[src/rtl/irq_router_pkg.sv]
package irq_router_pkg;

  localparam int VEC_W  = 8;
  localparam int DM_W   = 3;
  localparam int DEST_W = 8;
  localparam int ID_W   = 4;

  localparam int LO_DMODE = 8;
  localparam int LO_LOGIC = 11;
  localparam int LO_DSTAT = 12;
  localparam int LO_POL   = 13;
  localparam int LO_RIRR  = 14;
  localparam int LO_TRIG  = 15;
  localparam int LO_MASK  = 16;
  localparam int HI_DEST  = 24;
  localparam int ID_LSB   = 24;

  typedef struct packed {
    logic [DEST_W-1:0] dest;
    logic              mask;
    logic              level;
    logic              pol_low;
    logic              logical;
    logic [DM_W-1:0]   dmode;
    logic [VEC_W-1:0]  vector;
  } entry_cfg_t;

  typedef struct packed {
    logic [VEC_W-1:0]  vector;
    logic [DM_W-1:0]   dmode;
    logic              logical;
    logic [DEST_W-1:0] dest;
  } irq_msg_t;

  localparam entry_cfg_t CFG_RESET = '{dest: '0, mask: 1'b1, level: 1'b0,
                                       pol_low: 1'b0, logical: 1'b0,
                                       dmode: '0, vector: '0};

  function automatic logic [31:0] low_word(entry_cfg_t c, logic dstat, logic rirr);
    logic [31:0] w;
    w = '0;
    w[VEC_W-1:0]            = c.vector;
    w[LO_DMODE +: DM_W]     = c.dmode;
    w[LO_LOGIC]             = c.logical;
    w[LO_DSTAT]             = dstat;
    w[LO_POL]               = c.pol_low;
    w[LO_RIRR]              = rirr;
    w[LO_TRIG]              = c.level;
    w[LO_MASK]              = c.mask;
    return w;
  endfunction

  function automatic logic [31:0] high_word(entry_cfg_t c);
    logic [31:0] w;
    w = '0;
    w[HI_DEST +: DEST_W] = c.dest;
    return w;
  endfunction

endpackage

[src/rtl/irq_line.sv]
module irq_line
  import irq_router_pkg::*;
(
  input  logic             clk,
  input  logic             rst_n,
  input  logic             irq_in,
  input  logic             wr_lo,
  input  logic             wr_hi,
  input  entry_cfg_t       wr_cfg,
  input  logic             accept,
  input  logic             eoi_valid,
  input  logic [VEC_W-1:0] eoi_vector,
  output entry_cfg_t       cfg,
  output logic             req,
  output logic             rirr
);

  logic active;
  logic prev_active;
  logic edge_lat;
  logic rise;

  assign active = irq_in ^ cfg.pol_low;
  assign rise   = active & ~prev_active;

  always_ff @(posedge clk) begin
    if (!rst_n) begin
      cfg <= CFG_RESET;
    end else begin
      if (wr_lo) begin
        cfg.vector  <= wr_cfg.vector;
        cfg.dmode   <= wr_cfg.dmode;
        cfg.logical <= wr_cfg.logical;
        cfg.pol_low <= wr_cfg.pol_low;
        cfg.level   <= wr_cfg.level;
        cfg.mask    <= wr_cfg.mask;
      end
      if (wr_hi) cfg.dest <= wr_cfg.dest;
    end
  end

  always_ff @(posedge clk) begin
    if (!rst_n) begin
      prev_active <= 1'b0;
      edge_lat    <= 1'b0;
      rirr        <= 1'b0;
    end else begin
      prev_active <= active;
      if (rise && !cfg.level && !cfg.mask) edge_lat <= 1'b1;
      else if (accept)                     edge_lat <= 1'b0;
      if (accept && cfg.level)
        rirr <= 1'b1;
      else if (eoi_valid && cfg.level && (eoi_vector == cfg.vector))
        rirr <= 1'b0;
    end
  end

  assign req = !cfg.mask && (cfg.level ? (active && !rirr) : edge_lat);

endmodule

[src/rtl/irq_pick.sv]
module irq_pick #(
  parameter int N     = 24,
  localparam int IDX_W = (N > 1) ? $clog2(N) : 1
) (
  input  logic [N-1:0]     req,
  output logic             any,
  output logic [IDX_W-1:0] idx
);

  always_comb begin
    any = 1'b0;
    idx = '0;
    for (int i = N - 1; i >= 0; i--) begin
      if (req[i]) begin
        any = 1'b1;
        idx = IDX_W'(i);
      end
    end
  end

endmodule

[src/rtl/irq_router.sv]
module irq_router
  import irq_router_pkg::*;
#(
  parameter int          NUM_LINES = 24,
  parameter logic [7:0]  VERSION   = 8'h20,
  parameter int          ADDR_W    = 5,
  parameter int          SEL_W     = 8
) (
  input  logic                 clk,
  input  logic                 rst_n,
  input  logic [NUM_LINES-1:0] irq_in,
  input  logic                 reg_we,
  input  logic [ADDR_W-1:0]    reg_addr,
  input  logic [31:0]          reg_wdata,
  output logic [31:0]          reg_rdata,
  output logic                 msg_valid,
  input  logic                 msg_ready,
  output logic [VEC_W-1:0]     msg_vector,
  output logic [DM_W-1:0]      msg_dmode,
  output logic                 msg_logical,
  output logic [DEST_W-1:0]    msg_dest,
  input  logic                 eoi_valid,
  input  logic [VEC_W-1:0]     eoi_vector
);

  localparam int IDX_W    = (NUM_LINES > 1) ? $clog2(NUM_LINES) : 1;
  localparam int TBL_BASE = 16;
  localparam int TBL_END  = TBL_BASE + 2 * NUM_LINES;
  localparam logic [ADDR_W-1:0] OFS_SEL = ADDR_W'(0);
  localparam logic [ADDR_W-1:0] OFS_WIN = ADDR_W'(16);
  localparam logic [31:0] VER_WORD = {8'h00, 8'(NUM_LINES - 1), 8'h00, VERSION};

  logic [SEL_W-1:0] sel;
  logic [ID_W-1:0]  ctl_id;
  logic             win_we;
  logic             sel_in_tbl;
  int               ent_int;
  entry_cfg_t       wr_cfg;
  logic             unused_wbits;

  entry_cfg_t           cfg   [NUM_LINES];
  logic [31:0]          lo_w  [NUM_LINES];
  logic [31:0]          hi_w  [NUM_LINES];
  logic [NUM_LINES-1:0] req;
  logic [NUM_LINES-1:0] rirr;
  logic [NUM_LINES-1:0] held;
  logic [NUM_LINES-1:0] acc;

  logic             pick_any;
  logic [IDX_W-1:0] pick_idx;
  logic [IDX_W-1:0] held_idx;
  irq_msg_t         stage;

  // Register port decode
  assign win_we     = reg_we && (reg_addr == OFS_WIN);
  assign sel_in_tbl = (int'(sel) >= TBL_BASE) && (int'(sel) < TBL_END);
  assign ent_int    = (int'(sel) - TBL_BASE) / 2;

  assign wr_cfg.vector  = reg_wdata[VEC_W-1:0];
  assign wr_cfg.dmode   = reg_wdata[LO_DMODE +: DM_W];
  assign wr_cfg.logical = reg_wdata[LO_LOGIC];
  assign wr_cfg.pol_low = reg_wdata[LO_POL];
  assign wr_cfg.level   = reg_wdata[LO_TRIG];
  assign wr_cfg.mask    = reg_wdata[LO_MASK];
  assign wr_cfg.dest    = reg_wdata[HI_DEST +: DEST_W];
  assign unused_wbits   = ^{reg_wdata[23:17], reg_wdata[LO_RIRR], reg_wdata[LO_DSTAT]};

  always_ff @(posedge clk) begin
    if (!rst_n) begin
      sel    <= '0;
      ctl_id <= '0;
    end else begin
      if (reg_we && (reg_addr == OFS_SEL)) sel <= reg_wdata[SEL_W-1:0];
      if (win_we && (sel == SEL_W'(0)))    ctl_id <= reg_wdata[ID_LSB +: ID_W];
    end
  end

  // Per-line entries
  genvar gi;
  generate
    for (gi = 0; gi < NUM_LINES; gi++) begin : g_line
      logic wr_lo_i;
      logic wr_hi_i;
      assign wr_lo_i  = win_we && sel_in_tbl && (ent_int == gi) && !sel[0];
      assign wr_hi_i  = win_we && sel_in_tbl && (ent_int == gi) &&  sel[0];
      assign held[gi] = msg_valid && (held_idx == IDX_W'(gi));
      assign acc[gi]  = held[gi] && msg_ready;

      irq_line u_line (
        .clk        (clk),
        .rst_n      (rst_n),
        .irq_in     (irq_in[gi]),
        .wr_lo      (wr_lo_i),
        .wr_hi      (wr_hi_i),
        .wr_cfg     (wr_cfg),
        .accept     (acc[gi]),
        .eoi_valid  (eoi_valid),
        .eoi_vector (eoi_vector),
        .cfg        (cfg[gi]),
        .req        (req[gi]),
        .rirr       (rirr[gi])
      );

      assign lo_w[gi] = low_word(cfg[gi], req[gi] | held[gi], rirr[gi]);
      assign hi_w[gi] = high_word(cfg[gi]);
    end
  endgenerate

  // Lowest-numbered request wins; the staged entry is excluded
  irq_pick #(.N(NUM_LINES)) u_pick (
    .req (req & ~held),
    .any (pick_any),
    .idx (pick_idx)
  );

  always_ff @(posedge clk) begin
    if (!rst_n) begin
      msg_valid <= 1'b0;
      held_idx  <= '0;
      stage     <= '0;
    end else if (!msg_valid || msg_ready) begin
      msg_valid <= pick_any;
      if (pick_any) begin
        held_idx <= pick_idx;
        for (int i = 0; i < NUM_LINES; i++) begin
          if (pick_idx == IDX_W'(i)) begin
            stage.vector  <= cfg[i].vector;
            stage.dmode   <= cfg[i].dmode;
            stage.logical <= cfg[i].logical;
            stage.dest    <= cfg[i].dest;
          end
        end
      end
    end
  end

  assign msg_vector  = stage.vector;
  assign msg_dmode   = stage.dmode;
  assign msg_logical = stage.logical;
  assign msg_dest    = stage.dest;

  // Read mux
  always_comb begin
    reg_rdata = '0;
    if (reg_addr == OFS_SEL) begin
      reg_rdata = 32'(sel);
    end else if (reg_addr == OFS_WIN) begin
      if (sel == SEL_W'(0)) begin
        reg_rdata[ID_LSB +: ID_W] = ctl_id;
      end else if (sel == SEL_W'(1)) begin
        reg_rdata = VER_WORD;
      end else if (sel_in_tbl) begin
        for (int i = 0; i < NUM_LINES; i++) begin
          if (ent_int == i) reg_rdata = sel[0] ? hi_w[i] : lo_w[i];
        end
      end
    end
  end

endmodule

[config.mk]
export PLATFORM = sky130hd
export DESIGN_NAME = irq_router
export DESIGN_NICKNAME = d
export VERILOG_FILES = /design/src/rtl/irq_router_pkg.sv /design/src/rtl/irq_line.sv /design/src/rtl/irq_pick.sv /design/src/rtl/irq_router.sv
export SDC_FILE = /design/constraint.sdc
export NUM_CORES = 2
export LEC_CHECK = 0
export BUFFER_PORTS_ARGS = -buffer_cell sky130_fd_sc_hd__buf_2
export CAP_MARGIN = 25
export CELL_PAD_IN_SITES_DETAIL_PLACEMENT = 2
export CELL_PAD_IN_SITES_GLOBAL_PLACEMENT = 2
export CORE_MARGIN = 2
export CORE_UTILIZATION = 36
export DETAILED_ROUTE_END_ITERATION = 10
export PLACE_DENSITY_LB_ADDON = 0.05
export SYNTH_ARGS = -nofsm -noshare
export SYNTH_HDL_FRONTEND = slang
export SYNTH_HIERARCHICAL = 1
export SYNTH_SLANG_ARGS = --single-unit
[constraint.sdc]
create_clock -name clk -period 6.5 [get_ports clk]
set_input_delay 0.975 -clock clk [delete_from_list [all_inputs] [get_ports clk]]
set_output_delay 0.975 -clock clk [all_outputs]
set_load 0.1 [all_outputs]
* Word-level counts from Yosys, hierarchy flattened *
Cells that the tools add are included.

storage, ports and cells
  latch bits = 0
  memory bits (writable) = 0
  output and inout bits = 53
  ROM bits = 0
  register bits = 662
  bits of input ports = 74
  memories = 0
  word-level logic and storage cells = 1117

operators by class
  divide/modulo/power cells = 0
  magnitude comparators = 2
  eq/ne operators = 95
  bitwise operators = 99
  add/sub/neg operators = 2
  reductions and logical operators = 424
  multiplexer cells = 247
  $mul = 0
  shifts and indexed selects = 0

operator list
  kind                 number
  $mux 32              52
  $mux 20              24
  $logic_and 1x1->1    293
  $eq 32x5->1 const B  8
  $eq 32x6->1 const B  8
  $eq 8x8->1           24
  $mux 1               144
  $eq 32x4->1 const B  4
  $mux 5               24
  $reduce_bool 2->1    48
  $eq 5x5->1 const B   17
  $eq 5x4->1 const B   16
  $logic_not 1->1      74
  $eq 32x3->1 const B  2
  $eq 5x3->1 const B   8
  $add 32x1->32        1
  $eq 32x2->1 const B  1
  $logic_not 32->1     1
  $and 1x1->1          25
  $and 24x24->24       1
  $mux 24              1
  $not 1->1            24
  $not 24->24          1
  $or 1x1->1           24
  other kinds (14)     44

* Longest topological paths before layout *
  depth in word-level cells = 54
  gate-level depth with buffers = 25
  mapped depth without buffers = 18

* Cells and area by module *
The synthesis kept the hierarchy.

by module, submodules not included
  module      cells each  times used  sequential area each (µm²)  area an instance (µm²)
  irq_line    101         24          520.5                       1113.6
  irq_router  2214        1           760.7                       14112.3
  irq_pick    47          1           0.0                         291.5

* Least setup slack after synthesis *
No wires, ideal clock.

  path type = register to output
  start point = register sel[0]
  end point = output port reg_rdata[16]
  buffers on the path = 7
  arrival = 7.259 ns
  required time = 5.525 ns
  path slack = -1.734 ns
  stages on the path, launching flop included = 24
  path through = dfxtp_1 > inv_1 > clkbuf_1 > buf_1 > clkbuf_1 > clkbuf_1 > clkbuf_1 > nor2_1 > ha_1 > ha_1 > and4bb_2 > nand2_1 > ha_1 > or4_4 > or2_1 > or3_1 > buf_6 > nor4_4 > buf_2 > a221oi_1 > nand2_1 > a31o_2 > a31oi_1 > o31ai_1

on the way
  cells in the longest elaborated chain, start to end = 33
  elaborated cells on any way between the ends = 85
  those cells by class = add/sub (2); order compare (2); eq/ne (24); mux (53); bitwise (1); reduce/logical (3)

ends and longest elaborated chain
  item                            RTL line           source
  from (decl)                     irq_router.sv:33   logic [SEL_W-1:0] sel;
  from (signal assigned)          irq_router.sv:73   if (reg_we && (reg_addr == OFS_SEL)) sel <= reg_wdata[SEL_W-1:0];
  $sub 8x5->9                     irq_router.sv:57   assign ent_int = (int'(sel) - TBL_BASE) / 2;
  $and 1x1->1 (no source line)    --
  $add 32x1->32 (no source line)  --
  $logic_not 32->1                irq_router.sv:154  if (ent_int == i) reg_rdata = sel[0] ? hi_w[i] : lo_w[i];
  $mux 32 (24 in series)          irq_router.sv:154
  $mux 32                         irq_router.sv:152  end else if (sel_in_tbl) begin
  $mux 32                         irq_router.sv:150  end else if (sel == SEL_W'(1)) begin
  $mux 24 (*)                     irq_router.sv:148  if (sel == SEL_W'(0)) begin
  $mux 32 (*)                     irq_router.sv:147  end else if (reg_addr == OFS_WIN) begin
  $mux 32 (*)                     irq_router.sv:145  if (reg_addr == OFS_SEL) begin
  to (decl)                       irq_router.sv:15   output logic [31:0] reg_rdata,

Every way passes the cells marked *; elsewhere a longest branch is shown, timed or not.

* Worst setup path in the final report *
  start point = register sel[4]
  end point = output port reg_rdata[28]

on the way
  cells in the longest elaborated chain, start to end = 33
  elaborated cells on any way between the ends = 61
  those cells by class = add/sub (2); order compare (2); eq/ne (24); mux (29); bitwise (1); reduce/logical (3)

ends and longest elaborated chain
  item                            RTL line
  $sub 8x5->9                     irq_router.sv:57
  $and 1x1->1 (no source line)    --
  $add 32x1->32 (no source line)  --
  $logic_not 32->1                irq_router.sv:154
  $mux 32 (24 in series)          irq_router.sv:154
  $mux 32                         irq_router.sv:152
  $mux 32                         irq_router.sv:150
  $mux 4 (*)                      irq_router.sv:148
  $mux 32 (*)                     irq_router.sv:147
  $mux 32 (*)                     irq_router.sv:145

Marks and branches as above.

==> summary by stage <==
Status
The flow ran to the end, but the final reports show violations. The checks that failed: setup timing.

Pwr
VDD sags by at most 0.202 mV. Of the total power, combinational logic draws 4.2%. Summed over all cells, the static leakage comes to 0.0177 uW. In this run the power density over the cells is 191 mW/mm2. The fraction of power consumed by sequential logic is 42.2%. The clock network fraction of design power is 53.6%.

In this run the power spent charging and discharging nets is 2340 uW. The total power draw is 9650 uW. The fraction of power spent switching nets is 24.2%. The cell-internal power is 7310 uW.

Global routing
The global-route wire length before repair is 322 mm. The total global routing overflow is 0. Global routing used 37.9% of the available tracks. The number of antenna violations at the first check in global routing is 7.

The maximum number of pins on one net before global-route repair is 232. The number of global-route vias before repair is 42236.

Clock network
Counting every sink on the clock net gives 662. The TritonCTS clock tree is yes. In this run, post-CTS hold repair placed 0 buffers. The number of buffers created by CTS is 86. The clock latency reported for the late side of the worst-skew pair is 0.69 ns. The number of levels in the clock H-tree is 3. The clock root buffer is sky130_fd_sc_hd__clkbuf_16.

Clock-pin slew was measured on the worst setup and hold paths at 0.06 ns. The clock passes through at most 3 buffers.

Yosys
In the post-synthesis netlist, the biggest area contributors are sky130_fd_sc_hd__dfxtp_1, sky130_fd_sc_hd__mux2i_1, sky130_fd_sc_hd__nor2b_1. After synthesis, the share of flip-flops with an asynchronous set or reset is 0%. After synthesis, the largest area contributor takes up 32.2% of total cell area. The cell count after synthesis came out at 4685. The post-synthesis register bit count is 662. The number of synthesized flops with an enable pin is 0. Summing every instance area after synthesis gives 0.0411 mm2. A synthesized cell averages 8.78 um2. The cell type contributing the most total cell area after synthesis is sky130_fd_sc_hd__dfxtp_1.

The most used flip-flop cell after synthesis is sky130_fd_sc_hd__dfxtp_1. The number of unique standard cell types used by synthesis is 99. The count of yosys warnings during synthesis is 6. The commonest cells after synthesis are sky130_fd_sc_hd__dfxtp_1, sky130_fd_sc_hd__nor2b_1, sky130_fd_sc_hd__mux2i_1, sky130_fd_sc_hd__nand2_1, sky130_fd_sc_hd__a21oi_1.

The register area share after synthesis is 32.2%. In the post-synthesis netlist, the cell with the most instances is sky130_fd_sc_hd__dfxtp_1.

Placement
The quantity of I/O buffers inserted on ports is 113. In this run, placement finished with an instance count of 6390. Routability-driven placement finished with a final weighted congestion of 0.997. The instance area at placement is 0.0454 mm2.

Detailed placement finished with a half-perimeter wire length of 170 mm. The minimum setup slack after placement is -0.170 ns.

STA
The worst clock skew is 0.0232 ns. The transition at the pin with the smallest max-transition slack is 1.08 ns. The normalized max-slew margin is 27.7%. The final count of pins violating max slew is 0. Setup repair after global routing could not meet its margin everywhere. Dividing the final minimum period by the clock period gives 102%. After layout, the minimum clock period comes to 6.65 ns. The number of endpoints with negative hold slack in the final report is 0. The number of failing setup endpoints in the final timing report is 12. In the post-route analysis, the smallest setup slack over all paths is -0.151 ns. For this run, the top clock speed supported by timing is 150 MHz.

Floorplan
The placeable core area is 0.114 mm2. The die is 342 um wide. The initial utilization of the core area, before any placement, comes to 36.1%.

In this run the core area contains 124 standard-cell rows. The floorplan step defined a die boundary enclosing 0.117 mm2. The floorplan die height is 342 um. For this design the top-level I/O count stands at 127.

Setup path
For the worst setup path, the data required time is 5.52 ns. The path depth of the worst reg2reg path is 21. The source of the worst register-to-register timing path is msg_valid$_SDFFE_PN0N_. In this run the critical register-to-register path is captured at msg_vector[3]$_SDFFE_PN0P_.

The worst setup path is captured at an output port. For flop-to-flop paths, the worst setup slack is 0.43 ns. STA classifies the critical path startpoint as a register. The master of the slowest instance on the critical path is sky130_fd_sc_hd__o311ai_2. The critical-path maximum fanout is 5. The classification of the worst setup path is register to output port. The largest stage delay on the critical path is 0.61 ns. Data on the critical path arrives at its endpoint at 5.68 ns. In this design, the critical path's most frequently occurring cell is sky130_fd_sc_hd__ha_4. Traced cell by cell, the critical path runs through inv_2 -> ha_4 -> nand2_4 -> nor2_4 -> ha_4 -> ha_4 -> and4bb_4 -> nand2_2 -> ha_2 -> or4_4 -> nor4_4 -> buf_4 -> nand3_4 -> buf_6 -> nor4_4 -> buf_4 -> buf_12 -> a222oi_1 -> nand3_2 -> a222oi_1 -> o311ai_2 -> a32o_2 -> buf_12.

Worst hold path
The min-delay analysis places its worst path in the category register to register. For hold timing, the worst endpoint is msg_vector[1]$_SDFFE_PN0P_. The worst hold path begins at msg_vector[1]$_SDFFE_PN0P_. Counting instances, the worst hold path has a depth of 2.

Routing
The post-route DRC violation count is 0. The violation count after the first detailed-routing iteration is 3808. The final layout contains routed wiring with a total length of 230 mm.

The routed via count divided by cell count is 6.24. The total via count in the routed design is 41336. The average wire per cell in the routed design is 34.6 um. The first detailed-routing pass took 6 iterations. The antenna violation net count after detailed routing is 0.

Final layout
The multi-input combinational cells in the finished layout cover a total of 0.0271 mm2. The final cell count without fillers is 6628. The number of fillers in the final layout is 12479. At the end of the flow, the number of nets in the layout was 5136. The number of inserted diodes is 0. The area growth from synthesis to layout is 22.8%. Cells with a size suffix above 1 make up 20.3% of the layout. The finished cells cover 0.0505 mm2. The area used by sequential logic in the layout is 0.0133 mm2.

Run
The max-capacitance violation count is 0.
-- registers in the layout, summed over array words and instances (netlist names) --
name                       count
msg_logical                    1
g_line.u_line/edge_lat        24
g_line.u_line/prev_active     24
msg_dmode                      3
g_line.u_line/cfg            552
sel                            8
msg_vector                     8
g_line.u_line/rirr            24
msg_valid                      1
ctl_id                         4
held_idx                       5
msg_dest                       8
-- layer usage --
layer / global-route usage, % / vias to the layer above / wire [um]
met3: 5.67 / 471 / 13800
met1: 51.7 / 21422 / 103000
li1: - / 17846 / -
met5: 0 / - / 53
met4: 16.5 / 8 / 11900
met2: 59.1 / 1589 / 101000
-- worst max-delay path, delay by kind of cell (launching register included) --
family	cells	cell delay, ns
AOI/OAI and AO/OA	4	1.22
adders and majority gates	4	0.64
buffers and inverters	6	0.94
and+or+nand+nor	9	1.86
DFF	1	0.32
-- kinds of logic after synthesis --
family                   after synthesis  share of synthesized area (%)
AND/OR/NAND/NOR                     1730                           23.4
adder cells (fa/ha/maj)               13                          0.395
buffers and inverters                348                           5.31
flip-flops                           662                           32.2
AO/OA/AOI/OAI                       1084                           18.3
other                                  1                        0.00912
multiplexers                         622                           15.5
XOR/XNOR                             225                           4.86
-- placed cells by master, fill, tap and decap left out, types with 56 or more instances in the layout --
cell type,Yosys,routed
sky130_fd_sc_hd__dfxtp_1,662,659
sky130_fd_sc_hd__buf_4,33,422
sky130_fd_sc_hd__o21ai_0,162,157
sky130_fd_sc_hd__xor2_1,219,219
sky130_fd_sc_hd__buf_2,52,88
sky130_fd_sc_hd__buf_12,24,56
sky130_fd_sc_hd__nor3_1,169,150
sky130_fd_sc_hd__nor2_1,268,234
sky130_fd_sc_hd__mux2i_1,605,605
sky130_fd_sc_hd__nor2b_1,622,620
sky130_fd_sc_hd__nand3_1,81,68
sky130_fd_sc_hd__a221oi_1,73,69
sky130_fd_sc_hd__nand2_1,292,278
sky130_fd_sc_hd__clkbuf_16,0,95
sky130_fd_sc_hd__a21oi_1,269,247
-- area by class of cell --
type / count / share of cell area (%)
Timing Repair Buffer: 593 / 10.1
Multi-Input combinational cell: 3678 / 53.7
Tap cell: 1512 / 3.75
Sequential cell: 662 / 26.3
Clock inverter: 24 / 0.696
Inverter: 28 / 0.211
Clock buffer: 131 / 5.26
-- worst max-delay path by stage --
stage / from / cells after the start / to
floorplan: sel[0]$_SDFFE_PN0P_ / 20 / reg_rdata[1]
global placement: sel[4]$_SDFFE_PN0P_ / 21 / reg_rdata[24]
detailed placement: sel[5]$_SDFFE_PN0P_ / 21 / reg_rdata[24]
CTS: sel[5]$_SDFFE_PN0P_ / 20 / reg_rdata[31]
global route: sel[4]$_SDFFE_PN0P_ / 23 / reg_rdata[11]
finish: sel[4]$_SDFFE_PN0P_ / 23 / reg_rdata[28]
-- stage by stage --
stage / utilization, % / hold WS [ns] / setup TNS (ns)
global route: 44.3 / 0.474 / -2.84
floorplan: - / 0.439 / 0
finish: 44.3 / 0.442 / -0.672
detailed placement: 39.9 / 0.439 / -0.560
global placement: 39.9 / 0.422 / -0.180
CTS: 43.4 / 0.447 / -1.41
-- power groups by stage --
stage               clock network (uW)  logic (uW)  registers [uW]
finish                            5170         407            4070
global route                      5390         423            4070
CTS                               5240         400            4070
detailed placement                   0         396            4160
global placement                     0         392            4160
floorplan                            0         181            4160
-- repair_timing --
| item | CTS | global route |
|---|---|---|
| gates resized for setup | 151 | 117 |
| cloned | 4 | 4 |
| setup endpoints to repair | 25 | 26 |
| pin swaps | 66 | 71 |
| buffers inserted | 26 | 45 |
| hold endpoints to repair | 0 | 0 |
Note: power is estimated with default switching activity, not from simulation.
